[config.mk]
export PLATFORM = sky130hd
export DESIGN_NAME = dispbus_ctrl
export DESIGN_NICKNAME = d
export VERILOG_FILES = /design/src/rtl/dispbus_pkg.sv /design/src/rtl/dispbus_decode.sv /design/src/rtl/dispbus_seq.sv /design/src/rtl/dispbus_rcap.sv /design/src/rtl/dispbus_ctrl.sv
export SDC_FILE = /design/constraint.sdc
export NUM_CORES = 1
export LEC_CHECK = 0
export BUFFER_PORTS_ARGS = -buffer_cell sky130_fd_sc_hd__clkbuf_2
export CAP_MARGIN = 20
export CORE_ASPECT_RATIO = 1.2
export CORE_MARGIN = 2
export CORE_UTILIZATION = 40
export DETAILED_ROUTE_END_ITERATION = 7
export HOLD_SLACK_MARGIN = 0.05
export PLACE_DENSITY = 0.7
export SLEW_MARGIN = 10
export SYNTH_ARGS = -nofsm -noshare
export SYNTH_HDL_FRONTEND = slang
export SYNTH_SLANG_ARGS = --single-unit
[constraint.sdc]
create_clock -name clk_i -period 4.5 [get_ports clk_i]
set_input_delay 0.45 -clock clk_i [delete_from_list [all_inputs] [get_ports clk_i]]
set_output_delay 0.45 -clock clk_i [all_outputs]
set_load 0.05 [all_outputs]
[src/rtl/dispbus_pkg.sv]
package dispbus_pkg;

   typedef enum logic [1:0] {
      XFER_NONE = 2'd0,
      XFER_DATA = 2'd1,
      XFER_CMD  = 2'd2,
      XFER_RST  = 2'd3
   } xfer_e;

   typedef enum logic [2:0] {
      ST_IDLE   = 3'd0,
      ST_SETUP  = 3'd1,
      ST_STROBE = 3'd2,
      ST_HOLD   = 3'd3,
      ST_RACT   = 3'd4,
      ST_RWAIT  = 3'd5
   } seq_state_e;

endpackage

[src/rtl/dispbus_decode.sv]
module dispbus_decode
   import dispbus_pkg::*;
#(
   parameter int unsigned ADDR_W = 26,
   parameter logic [ADDR_W-1:0] DATA_ADDR = 26'h3F00000,
   parameter logic [ADDR_W-1:0] CMD_ADDR  = 26'h3F00200,
   parameter logic [ADDR_W-1:0] RST_ADDR  = 26'h3F00100
) (
   input  logic              wr_i,
   input  logic [ADDR_W-1:0] addr_i,
   output xfer_e             kind_o
);

   always_comb begin
      kind_o = XFER_NONE;
      if (addr_i == DATA_ADDR)
         kind_o = XFER_DATA;
      else if (addr_i == CMD_ADDR)
         kind_o = XFER_CMD;
      else if ((addr_i == RST_ADDR) && wr_i)
         kind_o = XFER_RST;
   end

endmodule

[src/rtl/dispbus_seq.sv]
module dispbus_seq
   import dispbus_pkg::*;
#(
   parameter int unsigned DW          = 16,
   parameter int unsigned SETUP_TICKS = 1,
   parameter int unsigned EN_TICKS    = 3,
   parameter int unsigned HOLD_TICKS  = 1,
   parameter int unsigned RST_TICKS   = 10,
   parameter int unsigned WAIT_TICKS  = 10
) (
   input  logic          clk_i,
   input  logic          rst_ni,
   input  logic          tick_i,
   input  logic          req_i,
   input  logic          wr_i,
   input  xfer_e         kind_i,
   input  logic [DW-1:0] wdata_i,
   output logic          busy_o,
   output logic          done_o,
   output logic          dc_o,
   output logic          rw_o,
   output logic          en_o,
   output logic          oe_o,
   output logic          rst_act_o,
   output logic [DW-1:0] dout_o,
   output logic          cap_o
);

   localparam int unsigned MAX_A = (SETUP_TICKS > RST_TICKS) ? SETUP_TICKS : RST_TICKS;
   localparam int unsigned MAX_B = (EN_TICKS > WAIT_TICKS) ? EN_TICKS : WAIT_TICKS;
   localparam int unsigned MAX_C = (MAX_A > MAX_B) ? MAX_A : MAX_B;
   localparam int unsigned MAX_T = (MAX_C > HOLD_TICKS) ? MAX_C : HOLD_TICKS;
   localparam int unsigned CNT_W = $clog2(MAX_T + 1);
   localparam logic [CNT_W-1:0] LIM_SETUP = CNT_W'(SETUP_TICKS);
   localparam logic [CNT_W-1:0] LIM_EN    = CNT_W'(EN_TICKS - 1);
   localparam logic [CNT_W-1:0] LIM_HOLD  = CNT_W'(HOLD_TICKS - 1);
   localparam logic [CNT_W-1:0] LIM_RACT  = CNT_W'(RST_TICKS);
   localparam logic [CNT_W-1:0] LIM_RWAIT = CNT_W'(WAIT_TICKS - 1);

   seq_state_e       state_q;
   logic [CNT_W-1:0] cnt_q;
   logic             accept;

   assign accept = req_i && (state_q == ST_IDLE) && (kind_i != XFER_NONE);
   assign busy_o = (state_q != ST_IDLE);
   assign cap_o  = (state_q == ST_STROBE) && tick_i && (cnt_q == LIM_EN) && rw_o;

   always_ff @(posedge clk_i or negedge rst_ni) begin
      if (!rst_ni) begin
         state_q   <= ST_IDLE;
         cnt_q     <= '0;
         done_o    <= 1'b0;
         dc_o      <= 1'b0;
         rw_o      <= 1'b0;
         en_o      <= 1'b0;
         oe_o      <= 1'b0;
         rst_act_o <= 1'b0;
         dout_o    <= '0;
      end else begin
         done_o <= 1'b0;
         unique case (state_q)
            ST_IDLE: begin
               if (accept) begin
                  cnt_q <= '0;
                  if (kind_i == XFER_RST) begin
                     state_q   <= ST_RACT;
                     rst_act_o <= 1'b1;
                  end else begin
                     state_q <= ST_SETUP;
                     dc_o    <= (kind_i == XFER_DATA);
                     rw_o    <= !wr_i;
                     oe_o    <= wr_i;
                     dout_o  <= wdata_i;
                  end
               end
            end
            ST_SETUP: if (tick_i) begin
               if (cnt_q == LIM_SETUP) begin
                  state_q <= ST_STROBE;
                  en_o    <= 1'b1;
                  cnt_q   <= '0;
               end else begin
                  cnt_q <= cnt_q + 1'b1;
               end
            end
            ST_STROBE: if (tick_i) begin
               if (cnt_q == LIM_EN) begin
                  state_q <= ST_HOLD;
                  en_o    <= 1'b0;
                  cnt_q   <= '0;
               end else begin
                  cnt_q <= cnt_q + 1'b1;
               end
            end
            ST_HOLD: if (tick_i) begin
               if (cnt_q == LIM_HOLD) begin
                  state_q <= ST_IDLE;
                  oe_o    <= 1'b0;
                  done_o  <= 1'b1;
                  cnt_q   <= '0;
               end else begin
                  cnt_q <= cnt_q + 1'b1;
               end
            end
            ST_RACT: if (tick_i) begin
               if (cnt_q == LIM_RACT) begin
                  state_q   <= ST_RWAIT;
                  rst_act_o <= 1'b0;
                  cnt_q     <= '0;
               end else begin
                  cnt_q <= cnt_q + 1'b1;
               end
            end
            ST_RWAIT: if (tick_i) begin
               if (cnt_q == LIM_RWAIT) begin
                  state_q <= ST_IDLE;
                  done_o  <= 1'b1;
                  cnt_q   <= '0;
               end else begin
                  cnt_q <= cnt_q + 1'b1;
               end
            end
            default: state_q <= ST_IDLE;
         endcase
      end
   end

endmodule

[src/rtl/dispbus_rcap.sv]
module dispbus_rcap #(
   parameter int unsigned DW = 16
) (
   input  logic          clk_i,
   input  logic          rst_ni,
   input  logic          cap_i,
   input  logic [DW-1:0] din_i,
   output logic [DW-1:0] rdata_o
);

   always_ff @(posedge clk_i or negedge rst_ni) begin
      if (!rst_ni)
         rdata_o <= '0;
      else if (cap_i)
         rdata_o <= din_i;
   end

endmodule

[src/rtl/dispbus_ctrl.sv]
module dispbus_ctrl
   import dispbus_pkg::*;
#(
   parameter int unsigned ADDR_W      = 26,
   parameter int unsigned DW          = 16,
   parameter logic [ADDR_W-1:0] DATA_ADDR = 26'h3F00000,
   parameter logic [ADDR_W-1:0] CMD_ADDR  = 26'h3F00200,
   parameter logic [ADDR_W-1:0] RST_ADDR  = 26'h3F00100,
   parameter int unsigned SETUP_TICKS = 1,
   parameter int unsigned EN_TICKS    = 3,
   parameter int unsigned HOLD_TICKS  = 1,
   parameter int unsigned RST_TICKS   = 10,
   parameter int unsigned WAIT_TICKS  = 10,
   parameter bit          RST_ACT_LOW = 1'b1
) (
   input  logic              clk_i,
   input  logic              rst_ni,
   input  logic              tick_i,
   input  logic              req_i,
   input  logic              wr_i,
   input  logic [ADDR_W-1:0] addr_i,
   input  logic [DW-1:0]     wdata_i,
   output logic              busy_o,
   output logic              done_o,
   output logic [DW-1:0]     rdata_o,
   output logic              disp_dc_o,
   output logic              disp_rw_o,
   output logic              disp_en_o,
   output logic              disp_rst_o,
   output logic              disp_oe_o,
   output logic [DW-1:0]     disp_dout_o,
   input  logic [DW-1:0]     disp_din_i
);

   if (DW < 1) begin : g_bad_dw
      $error("dispbus_ctrl: DW must be at least 1");
   end
   if (EN_TICKS < 1 || HOLD_TICKS < 1 || WAIT_TICKS < 1) begin : g_bad_len
      $error("dispbus_ctrl: strobe, hold and wait lengths must be at least 1");
   end
   if (DATA_ADDR == CMD_ADDR || DATA_ADDR == RST_ADDR || CMD_ADDR == RST_ADDR) begin : g_bad_map
      $error("dispbus_ctrl: transfer addresses must differ");
   end

   xfer_e kind;
   logic  rst_act;
   logic  cap;

   dispbus_decode #(
      .ADDR_W    (ADDR_W),
      .DATA_ADDR (DATA_ADDR),
      .CMD_ADDR  (CMD_ADDR),
      .RST_ADDR  (RST_ADDR)
   ) i_decode (
      .wr_i   (wr_i),
      .addr_i (addr_i),
      .kind_o (kind)
   );

   dispbus_seq #(
      .DW          (DW),
      .SETUP_TICKS (SETUP_TICKS),
      .EN_TICKS    (EN_TICKS),
      .HOLD_TICKS  (HOLD_TICKS),
      .RST_TICKS   (RST_TICKS),
      .WAIT_TICKS  (WAIT_TICKS)
   ) i_seq (
      .clk_i     (clk_i),
      .rst_ni    (rst_ni),
      .tick_i    (tick_i),
      .req_i     (req_i),
      .wr_i      (wr_i),
      .kind_i    (kind),
      .wdata_i   (wdata_i),
      .busy_o    (busy_o),
      .done_o    (done_o),
      .dc_o      (disp_dc_o),
      .rw_o      (disp_rw_o),
      .en_o      (disp_en_o),
      .oe_o      (disp_oe_o),
      .rst_act_o (rst_act),
      .dout_o    (disp_dout_o),
      .cap_o     (cap)
   );

   dispbus_rcap #(
      .DW (DW)
   ) i_rcap (
      .clk_i   (clk_i),
      .rst_ni  (rst_ni),
      .cap_i   (cap),
      .din_i   (disp_din_i),
      .rdata_o (rdata_o)
   );

   if (RST_ACT_LOW) begin : g_rst_low
      assign disp_rst_o = !rst_act;
   end else begin : g_rst_high
      assign disp_rst_o = rst_act;
   end

endmodule

==> run_results.csv, run 1 <==
group,metric,value,unit
power_and_ir_drop,power_frac_comb,32.9,%
outcome,outcome,"complete, no violations",
floorplan,rows,30,
placement,port_buffers,101,
global_routing,antenna_found_initial,0,
logic_synthesis,ys_ff_latch,45,
sta,finalHoldViolations,0,
cells_and_area,num-nets-final,361,
clocking,ctsResizeCount,0,
clocking,postCtsSetupBuffers,0,
sta,finalSetupViolations,0,
clocking,cts.sinks,45,
cells_and_area,drive_above_1_share,50.0,%
sta,period_needed,2.38,ns
power_and_ir_drop,power.density,408,nW/um2
logic_synthesis,synth.area.top_cells,"dfrtp_1 49%, mux2_4 10%, mux2_2 7.8%",
logic_synthesis,seq_area_frac_synth,48.9,%
sta,tightest_slew,0.849,ns
global_routing,grt.overflow.total,0,
global_routing,grt_max_degree,46,
worst_setup_path,path_cells,"inv_1 > ha_1 > nor2b_1 > nand4_1 > mux2_2",
global_routing,grt_pass1_vias,1852,
worst_setup_path,reg2reg_to,"i_rcap.rdata_o[1]$_DFFE_PN0P_",
placement,dp_hpwl,3880,um
floorplan,dieArea,6380,um2
flow_run,drv_cap,0,
floorplan,die_w,73.2,um
route,avgViaCountPerCell,5.27,
route,drc_errors,0,
floorplan,io_pins,102,
worst_setup_path,r2r-start,"i_seq.cnt_q[0]$_DFFE_PN0P_",
logic_synthesis,syn_area_per_cell,12.0,um2
floorplan,core_area,5590,um2
worst_setup_path,cp.required,4.67,ns
clocking,path_clk_slew,0.08,ns
power_and_ir_drop,clkPwrFrac,24.3,%
global_routing,grt_pass1_wl,8390,um
logic_synthesis,synthArstFlopShare,100,%
worst_setup_path,critPathMaxFanout,16,
clocking,clock_path_buffers,2,
logic_synthesis,yosys_warnings,0,
floorplan,start_util,41.1,%
clocking,hold_buffers,0,
sta,slew_violations,0,
cells_and_area,area_delta_synth_final,28.6,%
sta,setup-tns-final,0,ns
sta,max_freq,419,MHz
sta,grt_setup_unrepaired,"false",
cells_and_area,n_antenna_cell,0,
logic_synthesis,synth.net_count,261,
clocking,cts_tree,"done",
logic_synthesis,synth_top_cell_by_area,"dfrtp_1",
sta,slew_headroom,43.2,%
power_and_ir_drop,p_leak,1.61,nW
route,wl,5100,um
worst_setup_path,slowest_stage,"nand4_1",
route,first_pass_iters,4,
sta,hold_ws,0.0906,ns
worst_setup_path,crit_type,"reg2reg",
route,drtIter0Drc,70,
placement,placed_cells,348,
worst_hold_path,hold_class,"in2async",
route,ant_nets,0,
sta,skew,0.00523,ns
power_and_ir_drop,irDropWorstVdd,0.196,mV
power_and_ir_drop,switching_share,36.9,%
logic_synthesis,synth_top_area_share,48.9,%
logic_synthesis,synth_cell_type_count,48,
worst_setup_path,endpoint_kind,"flip-flop",
logic_synthesis,netlist_area,2300,um2
logic_synthesis,ys.flop_type,"dfrtp_1",
cells_and_area,final_cells,356,
logic_synthesis,synthCells,192,
clocking,cts_made_buffers,5,
worst_setup_path,worstPathArrival,2.56,ns
floorplan,die_h,87.1,um
power_and_ir_drop,p_int,0.763,mW
placement,place.gp.congestion,0.790,
global_routing,grt_use_total,16.5,%
worst_setup_path,rrSetupSlack,2.12,ns
worst_setup_path,r2r_cells,5,
logic_synthesis,synth_edf_count,0,
worst_setup_path,cp-start-kind,"flip-flop",
power_and_ir_drop,switchingPower,0.446,mW
clocking,htree_num_levels,2,
clocking,insertion_delay,0.29,ns
worst_setup_path,critical-path-max-stage-delay,0.71,ns
sta,post-route-period-util,53.0,%
clocking,root_buffer,"clkbuf_8",
power_and_ir_drop,p_seq_share,42.8,%
route,vias,1877,
route,wl_per_cell,14.3,um
## cell type report
class,count,area (um2)
Clock buffer,5,68.8
Tap cell,64,80.1
Inverter,11,41.3
Sequential cell,45,1130
Clock inverter,2,35.0
Fill cell,499,2630
Timing Repair Buffer,102,526
Multi-Input combinational cell,127,1080
## power groups by stage
stage	Combinational, mW	Sequential, mW	Clock, mW
4_1_cts	0.398	0.517	0.299
2_1_floorplan	0.293	0.511	0
5_1_grt	0.448	0.530	0.316
3_3_place_gp	0.389	0.523	0
6_report	0.398	0.518	0.293
3_5_place_dp	0.396	0.525	0
## sequential cells by signal, summed over array words and instances (netlist names), 3 cells and up
signal	count
i_rcap.rdata_o	16
i_seq.dout_o	16
i_seq.cnt_q	4
i_seq.state_q	3
## logic make-up after synthesis
kind of cell / Yosys count / share of synthesized area, %
AO/OA/AOI/OAI: 35 / 10.8
AND/OR/NAND/NOR: 53 / 14.4
buffers and inverters: 20 / 4.02
XOR/XNOR: 1 / 0.381
adder cells (fa/ha/maj): 6 / 3.26
multiplexers: 32 / 18.3
flip-flops: 45 / 48.9
## stage by stage
stage	utilization (%)	total power, mW	cell area, um2	setup slack, ns
floorplan	-	0.805	2300	2.43
global placement	50.7	0.913	2840	2.15
detailed placement	50.7	0.921	2840	2.11
CTS	52.6	1.21	2940	2.13
global route	52.9	1.29	2960	1.96
finish	52.9	1.21	2960	2.12
## cell usage in the layout (no fill, tap or decap), drive strengths merged, types with 3 or more instances in the layout
cell type,synthesis,final
a21oi,7,7
and4,5,5
clkbuf,5,105
dfrtp,45,45
ha,6,6
inv,11,11
mux2,32,32
nand2,9,9
nand3,5,5
nand4,5,5
nor2,5,5
nor2b,3,3
nor3,3,3
nor3b,5,5
nor4,3,3
o21ai,7,7
o311ai,3,3
o31ai,3,3
## metal layers
metal / vias to the layer above / part of all wire (%) / global-route usage [%]
met5: - / 0 / 0
met1: 880 / 44 / 20.2
met3: 7 / 6.2 / 2.78
met4: 0 / 1.5 / 6.90
li1: 915 / - / -
met2: 75 / 49 / 28.5
## worst max-delay path: cells and delay by family (launching register included)
| family | cells | cell delay, ns |
|---|---|---|
| muxes | 1 | 0.55 |
| and+or+nand+nor | 2 | 0.97 |
| adders and majority gates | 1 | 0.20 |
| DFF | 1 | 0.44 |
| buffers and inverters | 1 | 0.10 |
## cells in the mapped netlist, types with 3 or more instances
cell type,n
nand2_1,9
dfrtp_1,45
clkbuf_1,5
nor3b_1,5
nand4_1,5
inv_1,11
mux2_2,16
nor4_1,3
and4_1,5
a21oi_1,7
nor2b_1,3
nand3_1,5
nor2_1,5
ha_1,6
mux2_4,16
o21ai_0,5
## worst max-delay path by stage
stage	to	startpoint	cells after the start	slack, ns
6_report	i_rcap.rdata_o[1]$_DFFE_PN0P_	i_seq.cnt_q[0]$_DFFE_PN0P_	5	2.12
5_1_grt	i_rcap.rdata_o[9]$_DFFE_PN0P_	i_seq.cnt_q[0]$_DFFE_PN0P_	5	1.96
4_1_cts	i_rcap.rdata_o[1]$_DFFE_PN0P_	i_seq.cnt_q[0]$_DFFE_PN0P_	5	2.13
3_5_place_dp	i_rcap.rdata_o[1]$_DFFE_PN0P_	tick_i	4	2.11
3_3_place_gp	i_rcap.rdata_o[4]$_DFFE_PN0P_	tick_i	4	2.15
2_1_floorplan	i_seq.dout_o[0]$_DFFE_PN0P_	addr_i[6]	5	2.43
(Power assumes the default switching activity.)
==> inputs of run 2 (changes only) <==
Settings changed: ABC_AREA set to 1, PLACE_DENSITY 0.7 to 0.72.
Clock period 4.5 ns to 1.9 ns, I/O delays scaled along.
==> run 2 against run 1 <==
Die area up 9.8%. Critical endpoint is now i_seq.state_q[2]$_DFFE_PN0P_. Sequential power is 110% higher. Largest cell class is now multi-input combinational cells. Critical path type unchanged. Non-clock buffer count grew 7.
==> run_results.csv, run 2 <==
group,metric,value,unit
outcome,outcome,"complete, no violations",
logic_synthesis,synth_top_area_share,44.3,%
logic_synthesis,synth.most_common_cell,"nand2_1",
global_routing,grt.overflow.total,0,
power_and_ir_drop,p_seq_share,48.9,%
sta,finalSetupViolations,0,
clocking,htree_num_levels,2,
clocking,cts.sinks,45,
cells_and_area,n_antenna_cell,0,
clocking,cts_made_buffers,5,
clocking,root_buffer,"clkbuf_8",
cells_and_area,final_cell_mix,"101 x clkbuf_2, 77 x nand2_1, 45 x dfrtp_1",
clocking,insertion_delay,0.29,ns
floorplan,die_w,76.7,um
sta,slew_violations,0,
clocking,path_clk_slew,0.08,ns
floorplan,die_h,91.3,um
sta,setup-tns-final,0,ns
logic_synthesis,synth_cell_type_count,30,
power_and_ir_drop,switching_share,29.4,%
cells_and_area,reg_top3,"i_rcap.rdata_o: 16 flops, i_seq.dout_o: 16 flops, i_seq.cnt_q: 4 flops",
sta,period_needed,1.78,ns
placement,port_buffers,101,
worst_setup_path,endpoint_kind,"flip-flop",
placement,dp_hpwl,4350,um
flow_run,drv_cap,0,
cells_and_area,fillerInstances,582,
logic_synthesis,synth.net_count,363,
logic_synthesis,synth_edf_count,0,
power_and_ir_drop,irDropWorstVdd,0.404,mV
logic_synthesis,yosys_warnings,0,
route,first_pass_iters,5,
global_routing,grt_max_degree,37,
logic_synthesis,synthArstFlopShare,100,%
worst_hold_path,hold_class,"in2reg",
logic_synthesis,netlist_area,2540,um2
global_routing,antenna_found_initial,0,
route,wl_met3,260,um
route,ant_nets,0,
power_and_ir_drop,clkPwrFrac,32.7,%
route,drtIter0Drc,121,
route,drc_errors,0,
worst_setup_path,critPathMaxFanout,6,
route,wl,5440,um
logic_synthesis,seq_area_frac_synth,44.3,%
sta,skew,0.00527,ns
sta,max_freq,560,MHz
worst_setup_path,cp-start-kind,"flip-flop",
clocking,cts_tree,"done",
floorplan,rows,31,
sta,grt_setup_unrepaired,"false",
worst_setup_path,cp.required,2.14,ns
power_and_ir_drop,p_leak,1.92,nW
logic_synthesis,synthCells,294,
route,wl_met2,2850,um
global_routing,grt_pass1_vias,2310,
cells_and_area,drive_above_1_share,41.0,%
placement,place.gp.congestion,0.872,
logic_synthesis,ys_ff_latch,45,
global_routing,grt_use_total,16.7,%
sta,tightest_slew,0.713,ns
cells_and_area,area_delta_synth_final,29.9,%
clocking,clock_path_buffers,2,
sta,hold_ws,0.111,ns
sta,slew_headroom,52.5,%
power_and_ir_drop,p_int,1.55,mW
worst_setup_path,worstPathArrival,2.02,ns
power_and_ir_drop,power_frac_comb,18.3,%
logic_synthesis,synthTopCellsByCount,"77 x nand2_1, 45 x dfrtp_1, 42 x inv_1",
cells_and_area,final_common_cell,"clkbuf_2",
power_and_ir_drop,power.density,668,nW/um2
power_and_ir_drop,switchingPower,0.648,mW
floorplan,start_util,41.7,%
logic_synthesis,synth_top_cell_by_area,"dfrtp_1",
worst_setup_path,crit_type,"reg2reg",
logic_synthesis,ys.flop_type,"dfrtp_1",
logic_synthesis,synth.area.top_cells,"dfrtp_1 44%, nand2_1 11%, mux2_2 7.1%",
route,vias,2249,
sta,post-route-period-util,93.9,%
global_routing,grt_pass1_wl,9700,um
route,drt-met1-wl,2230,um
route,avgViaCountPerCell,4.60,
floorplan,dieArea,7010,um2
cells_and_area,num-nets-final,475,
sta,finalHoldViolations,0,
floorplan,core_area,6090,um2
route,highest_layer,"met4",
route,wl_per_cell,11.1,um
floorplan,io_pins,102,
logic_synthesis,syn_area_per_cell,8.64,um2
==> run 2: changes by cell type after synthesis, sizes merged, moves of 7 or more <==
cell,change
o21ai,+21
mux2,-16
a21oi,-7
nor2,+22
nand2,+71
inv,+34
nand3,+17
==> run 2: metrics by stage <==
step                util, %  worst slack [ns]  instance area (um2)  instances  power [mW]
global route           54.2           0.00549                 3300        489        2.33
floorplan                 -             0.296                 2540        294        1.34
finish                 54.2             0.116                 3300        489        2.20
CTS                    53.8            0.0732                 3270        487        2.22
global placement       51.8             0.190                 3150        478        1.49
detailed placement     51.8            0.0917                 3150        478        1.50
==> run 2: final timing paths <==
kind                                              start                            to  slack, ns  cells past startpoint
min reg2reg                      i_seq.oe_o$_DFFE_PN0P_        i_seq.oe_o$_DFFE_PN0P_       0.48                      2
min                                          wdata_i[2]   i_seq.dout_o[2]$_DFFE_PN0P_       0.11                      3
max in group asynchronous                        rst_ni  i_seq.dout_o[14]$_DFFE_PN0P_       0.77                      3
min in group asynchronous                        rst_ni        i_seq.oe_o$_DFFE_PN0P_       0.47                      2
max                        i_seq.state_q[2]$_DFFE_PN0P_  i_seq.state_q[2]$_DFFE_PN0P_       0.12                      9
max reg2reg                i_seq.state_q[2]$_DFFE_PN0P_  i_seq.state_q[2]$_DFFE_PN0P_       0.12                      9
==> run 2: what timing repair did <==
item | 4_1_cts | 5_1_grt
endpoints found under the hold margin | 26 | 0
hold buffers | 1 | 0
endpoints found under the setup margin | 0 | 3
gates resized for setup | 0 | 2
buffers inserted | 0 | 2
==> run 2: kinds of logic after synthesis <==
group	synth area share, %
AO/OA/AOI/OAI	9.51
XOR/XNOR	0.345
adder cells (fa/ha/maj)	2.96
buffers and inverters	8.52
flip-flops	44.3
multiplexers	7.09
AND/OR/NAND/NOR	27.2
==> run 2: power groups by stage <==
stage | clock, mW | sequential, mW | combinational [mW]
finish | 0.720 | 1.08 | 0.404
global route | 0.777 | 1.09 | 0.464
CTS | 0.740 | 1.08 | 0.405
detailed placement | 0 | 1.10 | 0.403
global placement | 0 | 1.09 | 0.396
floorplan | 0 | 1.10 | 0.245
==> run 2: area by class of cell <==
cell class                 count  area [um2]  share of cell area [%]
inverter                      45         171                    5.20
clock buffer                   6        72.6                    2.20
tap                           82         103                    3.11
timing repair buffer         109         581                    17.6
clock inverter                 2        38.8                    1.18
sequential                    45        1130                    34.1
multi-input combinational    200        1210                    36.6
==> run 2: per-layer routing <==
layer  track usage, %  vias to the layer above
li1                 -                     1165
met1             19.4                     1009
met5                0                        -
met3             3.38                        9
met2             29.8                       66
met4             6.82                        0
==> run 2: worst max-delay path: stages (launching register included) <==
cell	delay, ns
dfrtp_1	0.53
inv_2	0.13
nand3_2	0.14
nand2_1	0.12
nand2_1	0.09
nand2_1	0.11
nor3_4	0.25
buf_4	0.15
nand4_1	0.11
nand2_1	0.09
==> inputs of run 3 (changes only) <==
Settings changed: ABC_AREA 1 to unset, PLACE_DENSITY 0.72 to 0.73, SETUP_SLACK_MARGIN set to 0.2.
==> run 3 against run 2 <==
The flow now finishes with violations (negative setup slack). Critical path depth down 2. Combinational power rose to 4.5 times the previous value. Clock power up 23%. Utilization up 9.5 points. Clock-buffer cell count down 1. Via count down 3.3%. Global-route usage up 2.9 points. Power up 75%. Setup slack worse by 0.18 ns.
==> run_results.csv, run 3 (same netlist as run 1, synthesis figures left out) <==
group,metric,value,unit
floorplan,core_area,5590,um2
power_and_ir_drop,irDropWorstVdd,0.515,mV
sta,setup_slack,-0.0684,ns
sta,tightest_slew,0.573,ns
clocking,path_clk_slew,0.09,ns
placement,place.gp.congestion,0.914,
sta,grt_setup_unrepaired,"true",
worst_setup_path,critPathMaxFanout,4,
clocking,cts_tree,"done",
sta,slew_headroom,61.8,%
sta,period_needed,1.97,ns
global_routing,grt_use_total,19.6,%
global_routing,grt_pass1_vias,2083,
cells_and_area,final_cells,402,
cells_and_area,num-nets-final,406,
cells_and_area,n_antenna_cell,0,
sta,max_freq,508,MHz
placement,dp_hpwl,4250,um
sta,finalHoldViolations,0,
outcome,violations,"negative setup slack",
floorplan,start_util,41.1,%
route,first_pass_iters,4,
global_routing,grt_pass1_wl,9650,um
sta,post-route-period-util,104,%
clocking,insertion_delay,0.31,ns
cells_and_area,final_cell_mix,"100 x clkbuf_2, 43 x dfrtp_1, 35 x buf_4",
global_routing,antenna_found_initial,0,
cells_and_area,fillerInstances,415,
cells_and_area,area_delta_synth_final,54.6,%
clocking,cts_made_buffers,5,
cells_and_area,drive_above_1_share,65.7,%
floorplan,rows,30,
cells_and_area,utilization,63.6,%
worst_setup_path,crit_type,"reg2reg",
sta,slew_violations,0,
worst_hold_path,hold_class,"in2reg",
power_and_ir_drop,p_total,3.85,mW
sta,hold_ws,0.101,ns
sta,finalSetupViolations,8,
clocking,cts.sinks,45,
global_routing,grt.overflow.total,0,
worst_setup_path,cp-start-kind,"flip-flop",
global_routing,grt_max_degree,46,
cells_and_area,multi_input_area,1310,um2
power_and_ir_drop,p_leak,1.88,nW
placement,placed_cells,381,
power_and_ir_drop,power.density,1080,nW/um2
placement,port_buffers,101,
sta,setup-tns-final,-0.161,ns
floorplan,dieArea,6380,um2
outcome,outcome,"complete, but fails checks",
cells_and_area,final_common_cell,"clkbuf_2",
cells_and_area,ff_latch_area,1130,um2
route,drtIter0Drc,136,
clocking,clock_path_buffers,2,
route,drc_errors,0,
floorplan,io_pins,102,
route,wl,6570,um
flow_run,drv_cap,0,
worst_setup_path,cp.required,2.11,ns
worst_setup_path,worstPathArrival,2.18,ns
cells_and_area,reg_top3,"i_rcap.rdata_o: 16 flops, i_seq.dout_o: 16 flops, i_seq.cnt_q: 4 flops",
route,avgViaCountPerCell,5.41,
route,ant_nets,0,
sta,skew,0.00669,ns
floorplan,die_w,73.2,um
floorplan,die_h,87.1,um
clocking,root_buffer,"clkbuf_8",
clocking,htree_num_levels,2,
worst_setup_path,endpoint_kind,"flip-flop",
route,wl_per_cell,16.3,um
route,vias,2175,
run 3: cell count changes in the layout (fill, tap and decap cells not counted), sizes merged, moves of 5 or more:
cell | previous run | this run
mux2 | 16 | 32
nand2 | 80 | 9
buf | 7 | 42
nand3 | 22 | 5
o21ai | 28 | 7
inv | 45 | 12
or4 | 0 | 5
and4 | 0 | 5
nor2 | 27 | 5
a21oi | 0 | 7
run 3: critical path, cell delays in order (launching register included):
cell      delay, ns
dfrtp_1        0.44
buf_4          0.17
nor3b_1        0.33
a22oi_2        0.12
buf_4          0.17
a31oi_4        0.19
nand3_2        0.14
o311ai_2       0.29
run 3: layer usage:
metal,GRT usage [%],share of wire (%),vias up
li1,-,-,1013
met1,22.2,38,1028
met2,33.7,50,112
met3,4.28,7.6,22
met4,10.8,3.5,0
met5,0,0,-
run 3: area by class of cell:
| type | instances | share of cell area, % |
|---|---|---|
| timing repair buffer | 144 | 24.3 |
| sequential | 45 | 31.7 |
| tap | 64 | 2.25 |
| inverter | 11 | 1.16 |
| clock inverter | 3 | 1.93 |
| clock buffer | 5 | 1.93 |
| multi-input combinational | 130 | 36.7 |
run 3: worst paths after layout:
kind	startpoint	to	slack, ns	cells after the start
hold / removal	wr_i	i_seq.rw_o$_DFFE_PN0P_	0.10	2
hold reg to reg	i_seq.dc_o$_DFFE_PN0P_	i_seq.dc_o$_DFFE_PN0P_	0.50	2
max in group asynchronous	rst_ni	i_seq.state_q[0]$_DFFE_PN0P_	0.98	3
min in group asynchronous	rst_ni	i_seq.dout_o[5]$_DFFE_PN0P_	0.50	3
setup / recovery	i_seq.state_q[1]$_DFFE_PN0P_	i_seq.cnt_q[3]$_DFFE_PN0P_	-0.07	7
setup reg to reg	i_seq.state_q[1]$_DFFE_PN0P_	i_seq.cnt_q[3]$_DFFE_PN0P_	-0.07	7
run 3: where the power goes:
part,switching (mW),total (mW),leakage (nW),internal (mW)
Sequential,0.117,1.17,0.611,1.05
Combinational,0.920,1.80,1.20,0.876
Clock,0.353,0.883,0.0687,0.529
run 3: timing repair:
item	CTS	global route
setup buffers	6	3
setup endpoints to repair	41	45
gates resized for setup	23	21
hold buffers	1	0
cloned	3	0
hold endpoints to repair	45	0
pin swaps	8	7
run 3: stage by stage:
stage / cell area [um2] / setup slack, ns
global route: 3560 / -0.156
detailed placement: 3140 / -0.0497
floorplan: 2390 / -0.0562
global placement: 3140 / -0.0193
finish: 3560 / -0.0684
CTS: 3430 / 0.0330
